$ cat src/rtl/relbr_pkg.sv
package relbr_pkg;

    localparam int OP_W     = 9;
    localparam int DATA_W   = 64;
    localparam int SZ_W     = 2;
    localparam int NUM_SZ   = 1 << SZ_W;
    localparam int EQ_BIT   = 10;
    localparam int UF_BASE  = 20;
    localparam int UF_IDX_W = 2;
    localparam int NUM_UF   = 1 << UF_IDX_W;

    localparam logic [OP_W-1:0] OPC_JREL    = 9'h03C;
    localparam logic [OP_W-1:0] OPC_JREL_EQ = 9'h03D;
    localparam logic [OP_W-1:0] OPC_JREL_NE = 9'h03E;
    localparam logic [OP_W-1:0] OPC_JREL_NZ = 9'h03F;
    localparam logic [OP_W-1:0] OPC_JABS_UF = 9'h042;
    localparam logic [OP_W-1:0] OPC_JREL_UF = 9'h043;

    typedef enum logic [2:0] {
        C_NEVER  = 3'd0,
        C_ALWAYS = 3'd1,
        C_EQ_SET = 3'd2,
        C_EQ_CLR = 3'd3,
        C_SRC_NZ = 3'd4,
        C_UFLAG  = 3'd5
    } cond_e;

    typedef struct packed {
        cond_e cond;
        logic  absolute;
    } br_ctl_t;

    function automatic br_ctl_t decode_op(input logic [OP_W-1:0] op);
        br_ctl_t c;
        c.cond     = C_NEVER;
        c.absolute = 1'b0;
        case (op)
            OPC_JREL:    c.cond = C_ALWAYS;
            OPC_JREL_EQ: c.cond = C_EQ_SET;
            OPC_JREL_NE: c.cond = C_EQ_CLR;
            OPC_JREL_NZ: c.cond = C_SRC_NZ;
            OPC_JABS_UF: begin
                c.cond     = C_UFLAG;
                c.absolute = 1'b1;
            end
            OPC_JREL_UF: c.cond = C_UFLAG;
            default:     c.cond = C_NEVER;
        endcase
        return c;
    endfunction

endpackage

$ cat src/rtl/relbr_sext.sv
module relbr_sext
    import relbr_pkg::*;
#(
    parameter int XLEN = DATA_W
) (
    input  logic [SZ_W-1:0] size_i,
    input  logic [XLEN-1:0] raw_i,
    output logic [XLEN-1:0] offs_o
);

    logic [XLEN-1:0] ext [NUM_SZ];

    for (genvar g = 0; g < NUM_SZ; g++) begin : g_width
        localparam int W = 8 << g;
        if (W < XLEN) begin : g_narrow
            assign ext[g] = {{(XLEN - W){raw_i[W-1]}}, raw_i[W-1:0]};
        end else begin : g_full
            assign ext[g] = raw_i;
        end
    end

    assign offs_o = ext[size_i];

endmodule

$ cat src/rtl/relbr_cond.sv
module relbr_cond
    import relbr_pkg::*;
#(
    parameter int XLEN = DATA_W
) (
    input  cond_e           cond_i,
    input  logic [XLEN-1:0] flags_i,
    input  logic [XLEN-1:0] src_i,
    output logic            hit_o
);

    logic [NUM_UF-1:0]   uflags;
    logic [UF_IDX_W-1:0] uf_idx;

    assign uflags = flags_i[UF_BASE +: NUM_UF];
    assign uf_idx = src_i[UF_IDX_W-1:0];

    always_comb begin
        unique case (cond_i)
            C_ALWAYS: hit_o = 1'b1;
            C_EQ_SET: hit_o = flags_i[EQ_BIT];
            C_EQ_CLR: hit_o = ~flags_i[EQ_BIT];
            C_SRC_NZ: hit_o = |src_i;
            C_UFLAG:  hit_o = uflags[uf_idx];
            default:  hit_o = 1'b0;
        endcase
    end

endmodule

$ cat src/rtl/relbr_target.sv
module relbr_target
    import relbr_pkg::*;
#(
    parameter int XLEN = DATA_W
) (
    input  logic            hit_i,
    input  logic            absolute_i,
    input  logic [XLEN-1:0] ir_i,
    input  logic [XLEN-1:0] offs_i,
    input  logic [XLEN-1:0] dst_i,
    output logic [XLEN-1:0] ir_next_o
);

    logic [XLEN-1:0] rel_sum;

    assign rel_sum = ir_i + offs_i;

    always_comb begin
        if (!hit_i)          ir_next_o = ir_i;
        else if (absolute_i) ir_next_o = dst_i;
        else                 ir_next_o = rel_sum;
    end

endmodule

$ cat src/rtl/relbr_unit.sv
module relbr_unit
    import relbr_pkg::*;
#(
    parameter int XLEN = DATA_W
) (
    input  logic [OP_W-1:0] op_i,
    input  logic [SZ_W-1:0] size_i,
    input  logic [XLEN-1:0] dst_i,
    input  logic [XLEN-1:0] src_i,
    input  logic [XLEN-1:0] flags_i,
    input  logic [XLEN-1:0] ir_i,
    output logic            take_o,
    output logic [XLEN-1:0] ir_next_o
);

    br_ctl_t         ctl;
    logic [XLEN-1:0] offs;
    logic            hit;

    assign ctl = decode_op(op_i);

    relbr_sext #(.XLEN(XLEN)) u_sext (
        .size_i (size_i),
        .raw_i  (dst_i),
        .offs_o (offs)
    );

    relbr_cond #(.XLEN(XLEN)) u_cond (
        .cond_i  (ctl.cond),
        .flags_i (flags_i),
        .src_i   (src_i),
        .hit_o   (hit)
    );

    relbr_target #(.XLEN(XLEN)) u_tgt (
        .hit_i      (hit),
        .absolute_i (ctl.absolute),
        .ir_i       (ir_i),
        .offs_i     (offs),
        .dst_i      (dst_i),
        .ir_next_o  (ir_next_o)
    );

    assign take_o = hit;

endmodule

$ cat config.mk
export PLATFORM = sky130hd
export DESIGN_NAME = relbr_unit
export DESIGN_NICKNAME = d
export VERILOG_FILES = /design/src/rtl/relbr_pkg.sv /design/src/rtl/relbr_sext.sv /design/src/rtl/relbr_cond.sv /design/src/rtl/relbr_target.sv /design/src/rtl/relbr_unit.sv
export SDC_FILE = /design/constraint.sdc
export NUM_CORES = 1
export LEC_CHECK = 0
export BUFFER_PORTS_ARGS = -buffer_cell sky130_fd_sc_hd__buf_2
export CORE_AREA = 8 8 124 126
export DETAILED_ROUTE_END_ITERATION = 8
export DIE_AREA = 0 0 132 134
export PLACE_DENSITY = 0.85
export SLEW_MARGIN = 20
export SYNTH_ARGS = -nofsm -noshare
export SYNTH_HDL_FRONTEND = slang
export SYNTH_SLANG_ARGS = --single-unit
$ cat constraint.sdc
create_clock -name vclk -period 13.8
set_clock_uncertainty 0.2 [all_clocks]
set_input_delay 1.38 -clock vclk [all_inputs]
set_output_delay 1.38 -clock vclk [all_outputs]
set_load 0.05 [all_outputs]
==> results.ini <==
[logic_synthesis]
syn-instance-count = 1003
synth.yosys.seq_area_share_pct = 0
synth.net_count = 1334
synth_area_leaders = sky130_fd_sc_hd__ha_1 (13%), sky130_fd_sc_hd__a21oi_1 (11%), sky130_fd_sc_hd__nand2_1 (10%)
yosys.cell_count.top_type = sky130_fd_sc_hd__nand2_1
synth_commonest_cells = sky130_fd_sc_hd__nand2_1 (164), sky130_fd_sc_hd__a21oi_1 (129), sky130_fd_sc_hd__nor2_1 (114), sky130_fd_sc_hd__o21ai_0 (96), sky130_fd_sc_hd__ha_1 (63)
synthesized_area_um2 = 5910
yosys_warnings = 0
post-synth-top-area-cell = sky130_fd_sc_hd__ha_1
post-synth-top-area-fraction_pct = 13.3
post_synth.cell_area_avg_um2 = 5.89
synth_cell_types = 63

[placed_design]
placed_cell_area_um2 = 7340
port_buffers = 273
gp_congestion = 0.936
dp_hpwl_um = 19100
dpl_worst_slack_ps = 5720
place_inst = 1402

[pwr]
power.leakage_nw = 3.58
power.ir.vdd_worst_v = 0.0000253
post-layout-total-power_mw = 0.397
cellPowerDensity_nw_per_um2 = 54.1

[drt]
drt_first_iter_violations = 505
vias = 8168
number_of_remaining_drc_errors = 0
avgRoutedWirePerCell_um = 16.3
totalWireLength_um = 22900
vias_per_cell = 5.82
drt.antenna.violating_nets = 0
dr.pass1.iters = 5

[sta]
worst_setup_slack_after_layout_ps = 5690
fin_crit_ps = 8110
hold_viol_final = 0
final_min_period_over_clock_period_pct = 58.8
finalSetupViolCount = 0
grt_setup_unrepaired = no
max-slew-margin-rel_pct = 45.0
max_freq_ghz = 0.123
setup_total_negative_slack_ps = 0
tightest_slew_ps = 826
slew_violations = 0

[global_routing]
grtUsageTotal_pct = 24.2
grt_overflow_total = 0
largest_net_degree_at_the_start_of_global_routing = 79
antenna_found_initial = 4
number_of_global_route_vias_before_repair = 7865
grt_pass1_wl_um = 37300

[floorplan]
chipWidth_um = 132
die_height_um = 134
floorplan.core_area_um2 = 13500
initial_utilization_pct = 43.8
die_area_um2 = 17700
ioPinCount = 332
row_cnt = 43

[critical_path]
worst_setup_path_end_kind = primary output
cpMaxStageDelayCell = sky130_fd_sc_hd__buf_2
worst-endpoint-arrival_ps = 6530
worstPathMaxFanout = 43
crit_required_ps = 12220
crit_type = in2out
cpPeakStageDelay_ps = 600
path_cells = buf_2 > mux2_2 > nand2_1 > buf_4 > o21ai_0 > ha_1 > a21o_1 > a21o_1 > a21oi_1 > nand2_1 > nor4_1 > o21ai_1 > a31oi_1 > or4_1 > nand3_1 > a211oi_1 > buf_2
critical_path.startpoint_type = input port

[clock_tree]
cts_resized = 0
cts_setup_buffers = 0
cts-hold-fix-buffers = 0

[layout]
area.sequential_um2 = 0
final.clkbuf_count = 0
flops_and_latches = 0
layoutNonFillerInstCount = 1404
design_area_um2 = 7350
finish.net_count = 1555
area_growth_syn_to_layout_pct = 24.3
drive_gt1_share_pct = 24.6

[worst_hold_path]
hp-class = in2out

[run_status]
outcome = finished clean

[run]
timing.max_cap.violations = 0

[layout make-up]
| class | instances | area (um2) |
|---|---|---|
| fillers | 1402 | 6160 |
| multi-input cells | 918 | 5610 |
| repair buffers | 280 | 1420 |
| well taps | 180 | 225 |
| inverters | 24 | 90.1 |
| diodes | 2 | 5.00 |
[metrics by stage]
step | util (%) | hold slack (ps)
3_3_place_gp | 54.4 | 2980
4_1_cts | 54.4 | 2980
5_1_grt | 54.4 | 3000
2_1_floorplan | - | 2840
3_5_place_dp | 54.4 | 2980
6_report | 54.4 | 2980
[cells in the final DEF (no fill, tap or decap), types with 7 or more instances in the layout]
master	instances
sky130_fd_sc_hd__nand2b_1	8
sky130_fd_sc_hd__nor2b_1	10
sky130_fd_sc_hd__nor2_1	113
sky130_fd_sc_hd__inv_1	24
sky130_fd_sc_hd__nand3_1	20
sky130_fd_sc_hd__and2_1	8
sky130_fd_sc_hd__a21oi_1	129
sky130_fd_sc_hd__o21ai_0	96
sky130_fd_sc_hd__o221ai_1	8
sky130_fd_sc_hd__o21ai_1	7
sky130_fd_sc_hd__xnor2_1	34
sky130_fd_sc_hd__o21bai_1	11
sky130_fd_sc_hd__a31oi_1	26
sky130_fd_sc_hd__nor4_1	19
sky130_fd_sc_hd__o21a_1	16
sky130_fd_sc_hd__a211oi_1	8
sky130_fd_sc_hd__o211ai_1	12
sky130_fd_sc_hd__ha_1	63
sky130_fd_sc_hd__nand2_1	164
sky130_fd_sc_hd__buf_2	273
sky130_fd_sc_hd__xor2_1	21
sky130_fd_sc_hd__buf_4	7
sky130_fd_sc_hd__a21o_1	39
sky130_fd_sc_hd__o31ai_1	8
sky130_fd_sc_hd__nand4_1	18
sky130_fd_sc_hd__nor3_1	11
[layer usage]
layer,routed length [um],track usage [%],part of all wire (%),vias up
met5,8,0,0.035,-
met4,468,5.93,2.0,2
met3,1680,4.23,7.3,38
met2,11200,44.9,49,343
met1,9540,28.2,42,3672
li1,-,-,-,4113
[worst max-delay path, delay by kind of cell]
family / cells / cell delay, ps
mux: 1 / 410
compound gates: 7 / 1810
simple gates: 5 / 1220
buf+inv: 3 / 1300
fa+ha+maj: 1 / 390
[worst paths after layout]
path                  start       endpoint  slack, ps  cells past startpoint
setup / recovery  size_i[0]  ir_next_o[57]       5690                     17
hold / removal    dst_i[18]  ir_next_o[18]       2980                      4
[cells by family after synthesis]
kind of cell,synth area share (%)
AOI/OAI and AO/OA,41.1
xor gates and xnor gates,8.15
adders and majority gates,13.7
buffers and inverters,5.53
muxes,1.27
and+or+nand+nor,30.3
[power breakdown]
part,switching (mW),internal [mW]
logic,0.242,0.156
registers,0,0
clock network,0,0.0000000194
Note: power is estimated with default switching activity, not from simulation.
